File: config.mk
export PLATFORM = sky130hd
export DESIGN_NAME = pwm10_gen
export DESIGN_NICKNAME = d
export VERILOG_FILES = /design/src/rtl/pwm10_pkg.sv /design/src/rtl/pwm10_regs.sv /design/src/rtl/pwm10_core.sv /design/src/rtl/pwm10_cmp.sv /design/src/rtl/pwm10_gen.sv
export SDC_FILE = /design/constraint.sdc
export NUM_CORES = 1
export LEC_CHECK = 0
export BUFFER_PORTS_ARGS = -buffer_cell sky130_fd_sc_hd__buf_2
export CAP_MARGIN = 10
export CORE_MARGIN = 2
export CORE_UTILIZATION = 41
export DETAILED_ROUTE_END_ITERATION = 16
export PLACE_DENSITY_LB_ADDON = 0.08
export SYNTH_ARGS = -nofsm -noshare
export SYNTH_HDL_FRONTEND = slang
export SYNTH_HIERARCHICAL = 1
export SYNTH_SLANG_ARGS = --single-unit
File: constraint.sdc
create_clock -name clk_i -period 3 [get_ports clk_i]
set_input_delay 0.3 -clock clk_i [delete_from_list [all_inputs] [get_ports clk_i]]
set_output_delay 0.3 -clock clk_i [all_outputs]
set_load 0.02 [all_outputs]
File: src/rtl/pwm10_pkg.sv
package pwm10_pkg;
  typedef enum logic [1:0] {
    ADDR_PRD_LO  = 2'd0,
    ADDR_DUTY_LO = 2'd1,
    ADDR_HIGH    = 2'd2,
    ADDR_NONE    = 2'd3
  } pwm_addr_e;
endpackage

File: src/rtl/pwm10_regs.sv
module pwm10_regs
  import pwm10_pkg::*;
#(
  parameter int CNT_W = 10,
  parameter int LOW_W = 8
) (
  input  logic             clk_i,
  input  logic             rst_ni,
  input  logic             wr_en_i,
  input  pwm_addr_e        wr_addr_i,
  input  logic [LOW_W-1:0] wr_data_i,
  output logic [CNT_W-1:0] prd_o,
  output logic [CNT_W-1:0] duty_o
);
  localparam int HI_W = CNT_W - LOW_W;

  logic [LOW_W-1:0]  prd_lo_q, duty_lo_q;
  logic [2*HI_W-1:0] high_q;

  always_ff @(posedge clk_i or negedge rst_ni) begin
    if (!rst_ni) begin
      prd_lo_q  <= '0;
      duty_lo_q <= '0;
      high_q    <= '0;
    end else if (wr_en_i) begin
      unique case (wr_addr_i)
        ADDR_PRD_LO:  prd_lo_q  <= wr_data_i;
        ADDR_DUTY_LO: duty_lo_q <= wr_data_i;
        ADDR_HIGH:    high_q    <= wr_data_i[2*HI_W-1:0];
        default: ;
      endcase
    end
  end

  assign prd_o  = {high_q[2*HI_W-1:HI_W], prd_lo_q};
  assign duty_o = {high_q[HI_W-1:0], duty_lo_q};
endmodule

File: src/rtl/pwm10_core.sv
module pwm10_core #(
  parameter int CNT_W = 10
) (
  input  logic             clk_i,
  input  logic             rst_ni,
  input  logic             tick_i,
  input  logic             en_i,
  input  logic [CNT_W-1:0] prd_mst_i,
  input  logic [CNT_W-1:0] duty_mst_i,
  output logic [CNT_W-1:0] cnt_o,
  output logic [CNT_W-1:0] prd_act_o,
  output logic [CNT_W-1:0] duty_act_o
);
  logic [CNT_W-1:0] cnt_q, prd_q, duty_q;
  logic [CNT_W:0]   cnt_inc;
  logic             wrap;

  // last count of the cycle; period 0 wraps every tick
  assign cnt_inc = {1'b0, cnt_q} + (CNT_W+1)'(1);
  assign wrap    = cnt_inc >= {1'b0, prd_q};

  always_ff @(posedge clk_i or negedge rst_ni) begin
    if (!rst_ni) begin
      cnt_q  <= '0;
      prd_q  <= '0;
      duty_q <= '0;
    end else if (!en_i) begin
      cnt_q  <= '0;
      prd_q  <= prd_mst_i;
      duty_q <= duty_mst_i;
    end else if (tick_i) begin
      if (wrap) begin
        cnt_q  <= '0;
        prd_q  <= prd_mst_i;
        duty_q <= duty_mst_i;
      end else begin
        cnt_q  <= cnt_inc[CNT_W-1:0];
      end
    end
  end

  assign cnt_o      = cnt_q;
  assign prd_act_o  = prd_q;
  assign duty_act_o = duty_q;
endmodule

File: src/rtl/pwm10_cmp.sv
module pwm10_cmp #(
  parameter int CNT_W = 10
) (
  input  logic             en_i,
  input  logic [CNT_W-1:0] cnt_i,
  input  logic [CNT_W-1:0] duty_i,
  output logic             pwm_o
);
  assign pwm_o = en_i & (cnt_i < duty_i);
endmodule

File: src/rtl/pwm10_gen.sv
module pwm10_gen
  import pwm10_pkg::*;
#(
  parameter int CNT_W = 10,
  parameter int LOW_W = 8
) (
  input  logic             clk_i,
  input  logic             rst_ni,
  input  logic             wr_en_i,
  input  logic [1:0]       wr_addr_i,
  input  logic [LOW_W-1:0] wr_data_i,
  input  logic             tick_i,
  input  logic             en_i,
  output logic             pwm_o
);
  logic [CNT_W-1:0] prd_mst_w, duty_mst_w;
  logic [CNT_W-1:0] cnt_w, prd_act_w, duty_act_w;

  pwm10_regs #(.CNT_W(CNT_W), .LOW_W(LOW_W)) u_regs (
    .clk_i     (clk_i),
    .rst_ni    (rst_ni),
    .wr_en_i   (wr_en_i),
    .wr_addr_i (pwm_addr_e'(wr_addr_i)),
    .wr_data_i (wr_data_i),
    .prd_o     (prd_mst_w),
    .duty_o    (duty_mst_w)
  );

  pwm10_core #(.CNT_W(CNT_W)) u_core (
    .clk_i      (clk_i),
    .rst_ni     (rst_ni),
    .tick_i     (tick_i),
    .en_i       (en_i),
    .prd_mst_i  (prd_mst_w),
    .duty_mst_i (duty_mst_w),
    .cnt_o      (cnt_w),
    .prd_act_o  (prd_act_w),
    .duty_act_o (duty_act_w)
  );

  pwm10_cmp #(.CNT_W(CNT_W)) u_cmp (
    .en_i   (en_i),
    .cnt_i  (cnt_w),
    .duty_i (duty_act_w),
    .pwm_o  (pwm_o)
  );
endmodule

### After elaboration in Yosys (flattened, before gate mapping)

Cells that the tools add are included.

* bits in registers: 50
* bits in latches: 0
* RAM bits: 0
* bits in read-only memories: 0
* memories: 0

* add/sub/neg operators: 1
* $mul: 0
* div/mod/pow operators: 0
* $lt $le $gt $ge: 2
* equal/unequal tests: 4
* shift-type cells: 0
* multiplexer cells: 9
* bitwise logic cells: 1
* reduce and logical (&&, ||, !) cells: 5

Operators by type and width (count)
* $mux W10: 9
* $add A10 B1 Y11 const B: 1
* $ge A11 B10 Y1: 1
* $lt A10 B10 Y1: 1
* $reduce_and A2 Y1: 4
* $eq A2 B1 Y1 const B: 1
* $eq A2 B2 Y1 const B: 1
* $logic_not A2 Y1: 1
* $ne A2 B1 Y1 const B: 1
* $ne A2 B2 Y1 const B: 1
* $and A1 B1 Y1: 1

### Longest topological paths before layout

* word-level depth: 5
* gate-level depth with buffers: 11
* mapped depth without buffers: 10

### Cells and area by module

Netlist, hierarchy kept.

By module, submodules not included
* pwm10_core: instances 1, cells each 193, area an instance 1725.4 um2
* pwm10_regs: instances 1, cells each 43, area an instance 763.2 um2
* pwm10_cmp: instances 1, cells each 32, area an instance 237.7 um2

### Least setup slack after synthesis

OpenSTA, ideal clock, no wires.

* path kind: register to register
* from: register u_core.cnt_q[0], in the netlist u_core/cnt_o[0]
* to: register u_core.prd_q[7], in the netlist u_core/prd_act_o[7]
* data arrival time: 2382 ps
* setup slack: 536 ps
* cell stages (with the launch flop): 11
* buffers on the path: 1
* period minus slack after synthesis: 2464 ps
* cells stage by stage: dfrtp_1 -> ha_1 -> and3_4 -> nand3_1 -> xnor2_1 -> ha_1 -> and3_1 -> a31oi_1 -> a21oi_1 -> buf_2 -> o22ai_1

* cells in the longest elaborated chain, start to end: 4

Ends and longest elaborated chain
* start: declaration: RTL line pwm10_core.sv:14 `logic [CNT_W-1:0] cnt_q, prd_q, duty_q;`
* start signal: assignment: RTL line pwm10_core.sv:37 `cnt_q <= cnt_inc[CNT_W-1:0];`
* $add A10 B1 Y11: RTL line pwm10_core.sv:19 `assign cnt_inc = {1'b0, cnt_q} + (CNT_W+1)'(1);`
* $ge A11 B10 Y1: RTL line pwm10_core.sv:20 `assign wrap = cnt_inc >= {1'b0, prd_q};`
* $ne A2 B1 Y1 (no line)
* $reduce_and A2 Y1 (no line)
* end signal: assignment: RTL line pwm10_core.sv:29 `prd_q <= prd_mst_i;`
* end signal: assignment: RTL line pwm10_core.sv:34 `prd_q <= prd_mst_i;`
* end: declaration: RTL line pwm10_core.sv:14

Every way passes these cells.
A chain may end at the register's enable or synchronous reset.

### Worst setup path after layout

Ends and elaborated chain as after synthesis.

==> qor.json <==
{
  "drt": {
    "drt_pre_antenna_iters": 4,
    "detailroute.via_count": 1908,
    "totalWireLength_microns": 6040,
    "drt_iter0_drc": 94,
    "antenna_left": 0,
    "wire_per_inst_microns": 16.4,
    "drc_errors": 0,
    "via_per_inst": 5.20
  },
  "floorplanning": {
    "dieHeight_microns": 85.5,
    "num_io_pins": 16,
    "width_of_the_die_microns": 85.5,
    "initial_utilization_pct": 42.7,
    "area_enclosed_by_the_die_boundary_sq_um": 7320,
    "coreArea_sq_um": 6390,
    "row_count": 29
  },
  "placed_design": {
    "gp_congestion": 0.872,
    "half_perimeter_wire_length_after_placement_microns": 4330,
    "numPortBuffers": 15,
    "placed_cell_area_sq_um": 2910
  },
  "critical_path": {
    "critical_path_peak_fanout": 20,
    "critPathKind": "reg2reg",
    "path_delay_family": "simple AND/OR/NAND/NOR gates",
    "worst_ep_required_time_ns": 3.18,
    "series_of_cell_instances_along_the_critical_path": "ha_1 > and3_4 > nand3_1 > xnor2_1 > ha_1 > and3_1 > nand2_1 > a21oi_1 > buf_4 > o22ai_1",
    "critical_path_arrival_ns": 2.90,
    "slowest_stage": "sky130_fd_sc_hd__dfrtp_1",
    "worst_path_buffer_plus_inverter_count": 1,
    "timing.critical_path.slowest_cell_delay_ns": 0.48,
    "crit_top_cell": "sky130_fd_sc_hd__ha_1",
    "timing.critical_path.from_type": "flip-flop",
    "element_type_at_the_critical_path_end": "flip-flop"
  },
  "clock_tree": {
    "cts_inserted_buffers": 5,
    "clock-root-buffer": "sky130_fd_sc_hd__clkbuf_8",
    "htree_num_levels": 2,
    "worst_skew_pair.late_latency_ns": 0.30,
    "clkSlewWorstSetupHoldPaths_ns": 0.10,
    "cts-root-to-sink-buffers": 2,
    "tritoncts_num_sinks": 50,
    "number_of_hold_repair_buffers_added_at_the_cts_stage": 0,
    "cts_repair_resize_count": 0,
    "post-cts-setup-buffer-count": 0,
    "tritoncts_clock_tree": "done"
  },
  "synthesis": {
    "synth_cell_type_count": 39,
    "ys_seq_area_share_pct": 45.9,
    "synthFlopType": "sky130_fd_sc_hd__dfrtp_1",
    "syn-mean-instance-area_sq_um": 10.2,
    "yosys_synthesis_warning_count": 6,
    "ys_seq_elements": 50,
    "netlist_instances": 268,
    "ffs_w_async_s_r_synth_pct": 100,
    "syn_area_sq_um": 2730,
    "synth_enable_flop_cells": 0,
    "synth_nets": 303
  },
  "finish": {
    "final.fill_count": 608,
    "most_common_cell_after_layout_fill_and_taps_aside": "sky130_fd_sc_hd__nand2_1",
    "finish.net_count": 324,
    "layout.cells.most_common_list": "sky130_fd_sc_hd__nand2_1 (52), sky130_fd_sc_hd__dfrtp_1 (50), sky130_fd_sc_hd__inv_1 (23)",
    "syn2layout_area_growth_pct": 10.4,
    "post_route_cell_area_sq_um": 3010,
    "n_antenna_cell": 0,
    "final_layout_size_suffix_gt1_share_pct": 23.1
  },
  "timing": {
    "finalSetupViolations": 0,
    "max_clock_freq_mhz": 367,
    "rsz_0062_raised_after_global_routing": "no",
    "worst-slew-pin-transition_ns": 0.765,
    "finClkSkew_ns": 0.00423,
    "fin_crit_sh_pct": 90.7,
    "maxSlewViolCount": 0,
    "final_hold_viol_count": 0,
    "final_period_minus_worst_setup_slack_ns": 2.72,
    "finalSetupTns_ns": 0,
    "slew_headroom_pct": 49.0
  },
  "global_route": {
    "via_count_of_the_first_global_routing_pass": 1914,
    "antenna_found_initial": 0,
    "groute.usage.overall_pct": 17.7,
    "grt_start_max_net_pins": 34,
    "grt_first_pass_wirelength_microns": 10000,
    "grt.overflow.total": 0
  },
  "power_and_ir_drop": {
    "internal_power_mw": 1.19,
    "fin_total_pwr_mw": 1.75,
    "swShare_pct": 31.9,
    "sequential_cell_fraction_of_total_power_pct": 50.3,
    "net-switching-power_mw": 0.558,
    "power_frac_clock_pct": 24.5,
    "power_leakage_nw": 1.48,
    "vdd_drop_max_mv": 0.279,
    "combinationalPowerShare_pct": 25.2,
    "power.density_cell_area_nw_per_um2": 581
  },
  "status": {
    "result_of_the_run": "complete, no violations"
  },
  "hold_path": {
    "worstHoldPathType": "in2async"
  },
  "job": {
    "maxCapViolations": 0
  }
}
==> path summary, 6_finish.rpt <==
check | from | endpoint | slack [ns] | cells past startpoint
max | u_core/cnt_o[0] | u_core/prd_act_o[7] | 0.28 | 10
min | rst_ni | u_core/cnt_o[7] | 0.05 | 1
max reg2reg | u_core/cnt_o[0] | u_core/prd_act_o[7] | 0.28 | 10
min reg2reg | u_regs/high_q[2] | u_regs/high_q[2] | 0.52 | 1
max in group asynchronous | rst_ni | u_core/cnt_o[3] | 2.19 | 2
min in group clk_i | wr_data_i[4] | u_regs/duty_lo_q[4] | 0.24 | 2
==> sequential cells by signal (all words and copies together) (netlist names) <==
signal / cells
u_core/cnt_o: 10
u_core/duty_act_o: 10
u_core/prd_act_o: 10
u_regs/duty_lo_q: 8
u_regs/prd_lo_q: 8
u_regs/high_q: 4
==> power by group through the flow <==
| stage | Combinational, mW | Sequential, mW | Clock [mW] |
|---|---|---|---|
| after floorplan | 0.329 | 0.868 | 0 |
| after global placement | 0.443 | 0.888 | 0 |
| after detailed placement | 0.443 | 0.893 | 0 |
| after CTS | 0.448 | 0.879 | 0.447 |
| after global routing | 0.510 | 0.897 | 0.474 |
| final | 0.441 | 0.879 | 0.428 |
==> cell usage after synthesis, types with 3 or more instances <==
library cell,number,area (sq um)
sky130_fd_sc_hd__mux2_2,20,225
sky130_fd_sc_hd__and2_1,6,37.5
sky130_fd_sc_hd__clkbuf_1,6,22.5
sky130_fd_sc_hd__xnor2_1,6,52.6
sky130_fd_sc_hd__dfrtp_1,50,1250
sky130_fd_sc_hd__nand3_1,9,45.0
sky130_fd_sc_hd__nor2_1,3,11.3
sky130_fd_sc_hd__a31oi_1,3,18.8
sky130_fd_sc_hd__and3_1,3,18.8
sky130_fd_sc_hd__ha_1,20,250
sky130_fd_sc_hd__nand2_1,52,195
sky130_fd_sc_hd__a31o_2,4,35.0
sky130_fd_sc_hd__nor2b_1,3,18.8
sky130_fd_sc_hd__inv_1,23,86.3
sky130_fd_sc_hd__nand4_1,3,18.8
sky130_fd_sc_hd__o21ai_0,4,20.0
sky130_fd_sc_hd__a21oi_1,7,35.0
sky130_fd_sc_hd__o22ai_1,20,125
==> cell families (layout without fill, tap and decap cells) <==
kind of cell | Yosys count | in the layout | synth area share, %
simple gates | 87 | 87 | 15.8
flops | 50 | 50 | 45.9
fa+ha+maj | 20 | 20 | 9.18
buf+inv | 33 | 55 | 5.19
xor+xnor | 7 | 7 | 2.25
compound gates | 51 | 51 | 13.4
mux | 20 | 20 | 8.26
==> metal layers <==
metal | wire length (microns) | global-route usage, %
met2 | 2710 | 26.6
met5 | 0 | 0
met4 | 27 | 4.18
met3 | 233 | 3.27
met1 | 3070 | 26.7
==> cell type report <==
| type | instances | area, sq um | area share, % |
|---|---|---|---|
| Tap cell | 77 | 96.3 | 3.20 |
| Clock buffer | 6 | 82.6 | 2.74 |
| Multi-Input combinational cell | 185 | 1330 | 44.3 |
| Clock inverter | 2 | 17.5 | 0.582 |
| Sequential cell | 50 | 1250 | 41.6 |
| Timing Repair Buffer | 24 | 143 | 4.74 |
| Inverter | 23 | 86.3 | 2.87 |
==> stage by stage <==
step	util, %	std cells	hold slack, ns	setup WS, ns
after floorplan	-	268	0.00441	0.536
after global placement	45.6	359	0.425	0.324
after detailed placement	45.6	359	0.422	0.288
after CTS	47.1	367	0.0861	0.284
after global routing	47.1	367	0.113	0.0143
final	47.1	367	0.0507	0.279
(Power assumes the default switching activity.)
